[src/rtl/fir_pkg.sv]
package fir_pkg;
  localparam int unsigned SAMPLE_W = 16;
  localparam int unsigned FRAC_W   = 8;
  localparam int unsigned TAPS_DEF = 32;

  // Triangular default response: small positive weights peaking mid-window.
  function automatic logic [TAPS_DEF*SAMPLE_W-1:0] tri_coeffs();
    logic [TAPS_DEF*SAMPLE_W-1:0] v;
    v = '0;
    for (int k = 0; k < TAPS_DEF; k++) begin
      if (k < TAPS_DEF / 2) v[k*SAMPLE_W +: SAMPLE_W] = SAMPLE_W'(k + 1);
      else                  v[k*SAMPLE_W +: SAMPLE_W] = SAMPLE_W'(TAPS_DEF - k);
    end
    return v;
  endfunction
endpackage

[src/rtl/fir_fill_count.sv]
module fir_fill_count #(
  parameter int unsigned TAPS = 32
) (
  input  logic clk,
  input  logic rst,
  input  logic inc,
  output logic primed
);
  localparam int unsigned CNT_W = $clog2(TAPS + 1);
  localparam logic [CNT_W-1:0] LIMIT = CNT_W'(TAPS);
  localparam logic [CNT_W-1:0] ALMOST = CNT_W'(TAPS - 1);

  logic [CNT_W-1:0] cnt_q, cnt_d;

  always_comb begin
    cnt_d = cnt_q;
    if (inc && (cnt_q != LIMIT)) cnt_d = cnt_q + 1'b1;
  end

  always_ff @(posedge clk or posedge rst) begin
    if (rst) cnt_q <= '0;
    else     cnt_q <= cnt_d;
  end

  // The sample arriving now completes (or extends) a full window.
  assign primed = (cnt_q >= ALMOST);
endmodule

[src/rtl/fir_history.sv]
module fir_history #(
  parameter int unsigned TAPS = 32,
  parameter int unsigned DW   = 16
) (
  input  logic               clk,
  input  logic               rst,
  input  logic               shift_en,
  input  logic [DW-1:0]      din,
  output logic [TAPS*DW-1:0] window
);
  logic [TAPS*DW-1:0] win_q, win_d;

  // Newest sample sits in the lowest slot.
  always_comb begin
    win_d = win_q;
    if (shift_en) win_d = {win_q[(TAPS-1)*DW-1:0], din};
  end

  always_ff @(posedge clk or posedge rst) begin
    if (rst) win_q <= '0;
    else     win_q <= win_d;
  end

  assign window = win_q;
endmodule

[src/rtl/fir_mac.sv]
module fir_mac #(
  parameter int unsigned TAPS  = 32,
  parameter int unsigned DW    = 16,
  parameter int unsigned ACC_W = 37,
  parameter logic [TAPS*DW-1:0] COEFF = '0
) (
  input  logic [TAPS*DW-1:0]     window,
  output logic signed [ACC_W-1:0] acc
);
  localparam int unsigned PROD_W = 2 * DW;

  logic signed [PROD_W-1:0] prod [TAPS];

  for (genvar k = 0; k < TAPS; k++) begin : g_tap
    localparam logic signed [DW-1:0] H = COEFF[k*DW +: DW];
    assign prod[k] = $signed(window[k*DW +: DW]) * H;
  end

  always_comb begin
    acc = '0;
    for (int k = 0; k < TAPS; k++) begin
      acc = acc + {{(ACC_W-PROD_W){prod[k][PROD_W-1]}}, prod[k]};
    end
  end
endmodule

[src/rtl/fir_round_sat.sv]
module fir_round_sat #(
  parameter int unsigned ACC_W  = 37,
  parameter int unsigned DW     = 16,
  parameter int unsigned FRAC_W = 8
) (
  input  logic signed [ACC_W-1:0] acc,
  output logic        [DW-1:0]    y
);
  localparam int unsigned EXT_W = ACC_W + 1;
  localparam int unsigned SHR_W = EXT_W - FRAC_W;
  localparam logic signed [EXT_W-1:0] HALF = EXT_W'(1) <<< (FRAC_W - 1);
  localparam logic signed [SHR_W-1:0] MAXV = SHR_W'((1 << (DW - 1)) - 1);
  localparam logic signed [SHR_W-1:0] MINV = -SHR_W'(1 << (DW - 1));

  logic signed [EXT_W-1:0] biased;
  logic signed [SHR_W-1:0] shifted;

  always_comb begin
    biased  = {acc[ACC_W-1], acc} + HALF;
    shifted = biased[EXT_W-1:FRAC_W];
    if (shifted > MAXV)      y = {1'b0, {(DW-1){1'b1}}};
    else if (shifted < MINV) y = {1'b1, {(DW-1){1'b0}}};
    else                     y = shifted[DW-1:0];
  end
endmodule

[src/rtl/fir_lowpass32.sv]
module fir_lowpass32 #(
  parameter int unsigned TAPS   = fir_pkg::TAPS_DEF,
  parameter int unsigned DW     = fir_pkg::SAMPLE_W,
  parameter int unsigned FRAC_W = fir_pkg::FRAC_W,
  parameter logic [TAPS*DW-1:0] COEFF = fir_pkg::tri_coeffs()
) (
  input  logic          clk,
  input  logic          rst,
  input  logic          in_valid,
  input  logic [DW-1:0] in_sample,
  output logic          out_valid,
  output logic [DW-1:0] out_sample
);
  localparam int unsigned ACC_W = 2 * DW + $clog2(TAPS);

  logic               primed;
  logic [TAPS*DW-1:0] window;
  logic signed [ACC_W-1:0] acc;
  logic [DW-1:0]      rounded;

  logic          win_vld_q, win_vld_d;
  logic          ov_q, ov_d;
  logic [DW-1:0] os_q, os_d;

  fir_fill_count #(.TAPS(TAPS)) u_fill (
    .clk(clk), .rst(rst), .inc(in_valid), .primed(primed)
  );

  fir_history #(.TAPS(TAPS), .DW(DW)) u_hist (
    .clk(clk), .rst(rst), .shift_en(in_valid), .din(in_sample), .window(window)
  );

  fir_mac #(.TAPS(TAPS), .DW(DW), .ACC_W(ACC_W), .COEFF(COEFF)) u_mac (
    .window(window), .acc(acc)
  );

  fir_round_sat #(.ACC_W(ACC_W), .DW(DW), .FRAC_W(FRAC_W)) u_rs (
    .acc(acc), .y(rounded)
  );

  always_comb begin
    win_vld_d = in_valid && primed;
    ov_d      = win_vld_q;
    os_d      = os_q;
    if (win_vld_q) os_d = rounded;
  end

  always_ff @(posedge clk or posedge rst) begin
    if (rst) begin
      win_vld_q <= 1'b0;
      ov_q      <= 1'b0;
      os_q      <= '0;
    end else begin
      win_vld_q <= win_vld_d;
      ov_q      <= ov_d;
      os_q      <= os_d;
    end
  end

  assign out_valid  = ov_q;
  assign out_sample = os_q;
endmodule

[config.mk]
export PLATFORM = sky130hd
export DESIGN_NAME = fir_lowpass32
export DESIGN_NICKNAME = d
export VERILOG_FILES = /design/src/rtl/fir_pkg.sv /design/src/rtl/fir_fill_count.sv /design/src/rtl/fir_history.sv /design/src/rtl/fir_mac.sv /design/src/rtl/fir_round_sat.sv /design/src/rtl/fir_lowpass32.sv
export SDC_FILE = /design/constraint.sdc
export NUM_CORES = 2
export LEC_CHECK = 0
export ABC_AREA = 1
export BUFFER_PORTS_ARGS = -buffer_cell sky130_fd_sc_hd__buf_2
export CAP_MARGIN = 0
export CORE_UTILIZATION = 50
export CTS_CLUSTER_DIAMETER = 40
export DETAILED_ROUTE_END_ITERATION = 16
export PLACE_DENSITY = 0.68
export SKIP_LAST_GASP = 1
export SYNTH_ARGS = -nofsm -noshare
export SYNTH_HDL_FRONTEND = slang
export SYNTH_SLANG_ARGS = --single-unit
export TNS_END_PERCENT = 50
[constraint.sdc]
create_clock -name clk -period 14.7 [get_ports clk]
set_input_delay 0.735 -clock clk [delete_from_list [all_inputs] [get_ports clk]]
set_output_delay 0.735 -clock clk [all_outputs]
set_load 0.02 [all_outputs]
==> results by group <==
Routing
  • # DRC: 0
  • Iteration-0 DRC count of the detailed router: 3502
  • Via count: 45800
  • DRT antenna net count: 0
  • Post-Route WL: 173000 um
  • Vias/cell: 5.18
  • Drt wl/cell: 19.5 um
  • Pre-antenna DRT Iters: 6

Flow run
  • Max Cap Violations: 0

Synth
  • Avg Inst Size Synth: 8.68 um^2
  • Ranking of synthesized cells by area: fa_1 (25%), dfrtp_1 (22%), ha_1 (16%)
  • Cell taking the most area after synthesis: fa_1
  • Post-synthesis net count: 8624
  • FF+latch count, synth: 536
  • Synth async-reset ratio: 1.00
  • Post-Syn Instances: 7063
  • Synth top area share: 0.250
  • Distinct cells, synth: 50
  • Seq/Total Area, Yosys: 0.219
  • Ys flop type: dfrtp_1
  • Cell Area, Synth: 61300 um^2
  • EDFF count, synth: 0
  • Number of synthesis warnings: 0

Layout
  • Fin cells: 8837
  • Most common cell after layout, fill and taps aside: inv_1
  • Layout Utilization: 0.554
  • Area growth, synth to finish: 10.0%
  • Ant diodes: 0
  • Fin nets: 8676
  • Share of layout cells above drive strength 1: 0.0477
  • Commonest cells after routing, fill and taps aside: inv_1 (1620), nand2_1 (1532), ha_1 (778)

Global route
  • Pin count of the biggest net entering global routing: 143
  • Vias in the first global route: 47900
  • First-pass GRT wire length: 275000 um
  • Antenna violations before repair: 5
  • Total global routing overflow: 0
  • Overall global routing resource usage: 0.289

Placed design
  • Placer congestion estimate: 0.942
  • Pre-CTS setup slack: 2980 ps
  • IO buf count: 35
  • Cells after DPL: 8625
  • Detailed placement HPWL: 143000 um

Floorplanning
  • Die Area: 124000 um^2
  • Number of I/O pins: 36
  • Initial cell density of the core: 0.504
  • Row count: 128
  • Die Y: 352 um
  • Core area: 122000 um^2
  • Die Width: 352 um

Setup path
  • WP data required: 15240 ps
  • WP data arrival: 12300 ps
  • Critical path fanouts, max: 15
  • Critical path's slowest cell: fa_1
  • Setup CP Type: flip-flop to flip-flop
  • Crit start category: flip-flop
  • CP max stage delay: 550 ps
  • Reg-to-reg slack, setup: 2940 ps
  • Setup crit end kind: flip-flop
  • Most used cell, CP: nand2_1

Timing
  • Final Skew: 48.0 ps
  • RSZ-0062 raised after global routing: false
  • Worst Max-Slew Pin Slew: 1070 ps
  • Period Utilization, post-route: 0.800
  • Final setup fails: 0
  • Fin. Hold Viols: 0
  • Fin crit period: 11760 ps
  • Relative slew slack: 0.282
  • Max Freq: 0.0850 GHz
  • Final setup TNS: 0 ps
  • Max-slew violations: 0
  • Final Worst Setup Slack: 2940 ps

Clock network
  • Clock latency on the worst-skew pair: 730 ps
  • Clock Path Buffers: 3
  • CTS sink cnt: 536
  • Cts bufs inserted: 113
  • CTS root buffer: clkbuf_16
  • CTS resizes: 0
  • CTS tree: built
  • Post-CTS setup buffers: 0
  • Clk slew on worst S/H paths: 50 ps
  • Cts hold-fix bufs: 0
  • # H-tree levels: 3

Run status
  • Outcome: finished clean

Worst hold path
  • Hold Path Class: primary input to flip-flop
registers in the layout, summed over array words and instances (netlist names):
register       flops
u_hist.window    512
u_fill.cnt_q       6
out_sample        16
out_valid          1
ov_d               1
worst max-delay path: cells and delay by family, from the launching register on:
family	cells	cell delay [ps]
AOI/OAI and AO/OA	11	2880
xor gates and xnor gates	2	370
adders and majority gates	13	5850
buffers and inverters	7	380
DFF	1	420
and+or+nand+nor	17	1670
final timing paths:
path	startpoint	to	cells after the start
setup reg to reg	u_hist.window[273]$_DFFE_PP0P_	out_sample[12]$_DFFE_PP0P_	50
hold reg to reg	out_sample[15]$_DFFE_PP0P_	out_sample[15]$_DFFE_PP0P_	1
setup / recovery	u_hist.window[273]$_DFFE_PP0P_	out_sample[12]$_DFFE_PP0P_	50
min in group asynchronous	rst	u_hist.window[1]$_DFFE_PP0P_	3
hold / removal	in_sample[8]	u_hist.window[8]$_DFFE_PP0P_	3
max in group asynchronous	rst	u_hist.window[174]$_DFFE_PP0P_	5
cell usage after synthesis, types with 2 or more instances:
cell and count:
o21a_1 5, xor2_1 292, fa_1 764, nor3_1 29, a21oi_2 11, nor2_2 11
o21bai_1 56, a21oi_1 337, nor4_1 5, ha_1 778, and2_1 7, nand3_4 2
dfrtp_1 536, o21ai_0 381, nand4_1 19, a31oi_1 26, or2_2 4, nor3_2 3
a21o_1 17, o21ai_1 5, o2111ai_1 10, a221oi_1 2, nand3_2 4, o31ai_1 4
nand2_4 5, xnor2_1 112, nand3_1 110, a211oi_1 5, inv_1 1622, o221ai_1 3
nor2_1 168, inv_2 10, nor2_4 5, nand2_1 1532, nor2b_1 3, a21boi_0 12
nand3b_1 11, clkbuf_1 111, o211ai_1 7, nand2_2 26, buf_1 4
layout make-up:
type,count,area [um^2]
clock buffers,132,3020
clock inverters,80,1180
multi-input cells,4778,41300
repair buffers,54,353
inverters,1632,6140
fillers,10900,54300
well taps,1625,2030
flip-flops and latches,536,13400
per-layer routing:
metal	GRT usage	routed length, um	vias up
li1	-	-	21800
met1	0.397	76400	22600
met2	0.471	80600	1128
met3	0.0393	9700	246
met4	0.0941	5900	4
met5	0	24	-
per-stage QoR:
step                      instance area [um^2]  hold WS [ps]
after floorplan                          61300           352
after global placement                   63200           475
after detailed placement                 63200           487
after CTS                                67400           174
after global routing                     67400           205
final                                    67400           209
cell families after synthesis:
group / count (synthesis) / synth area share
buf+inv: 1749 / 0.107
compound gates: 884 / 0.0790
mux: 1 / 0.000184
simple gates: 1947 / 0.129
fa+ha+maj: 1542 / 0.408
flops: 536 / 0.219
xor+xnor: 404 / 0.0577
Power is left out: the tool's default activity adds up to more than one toggle a clock period on the data nets, which glitch-free logic cannot reach.
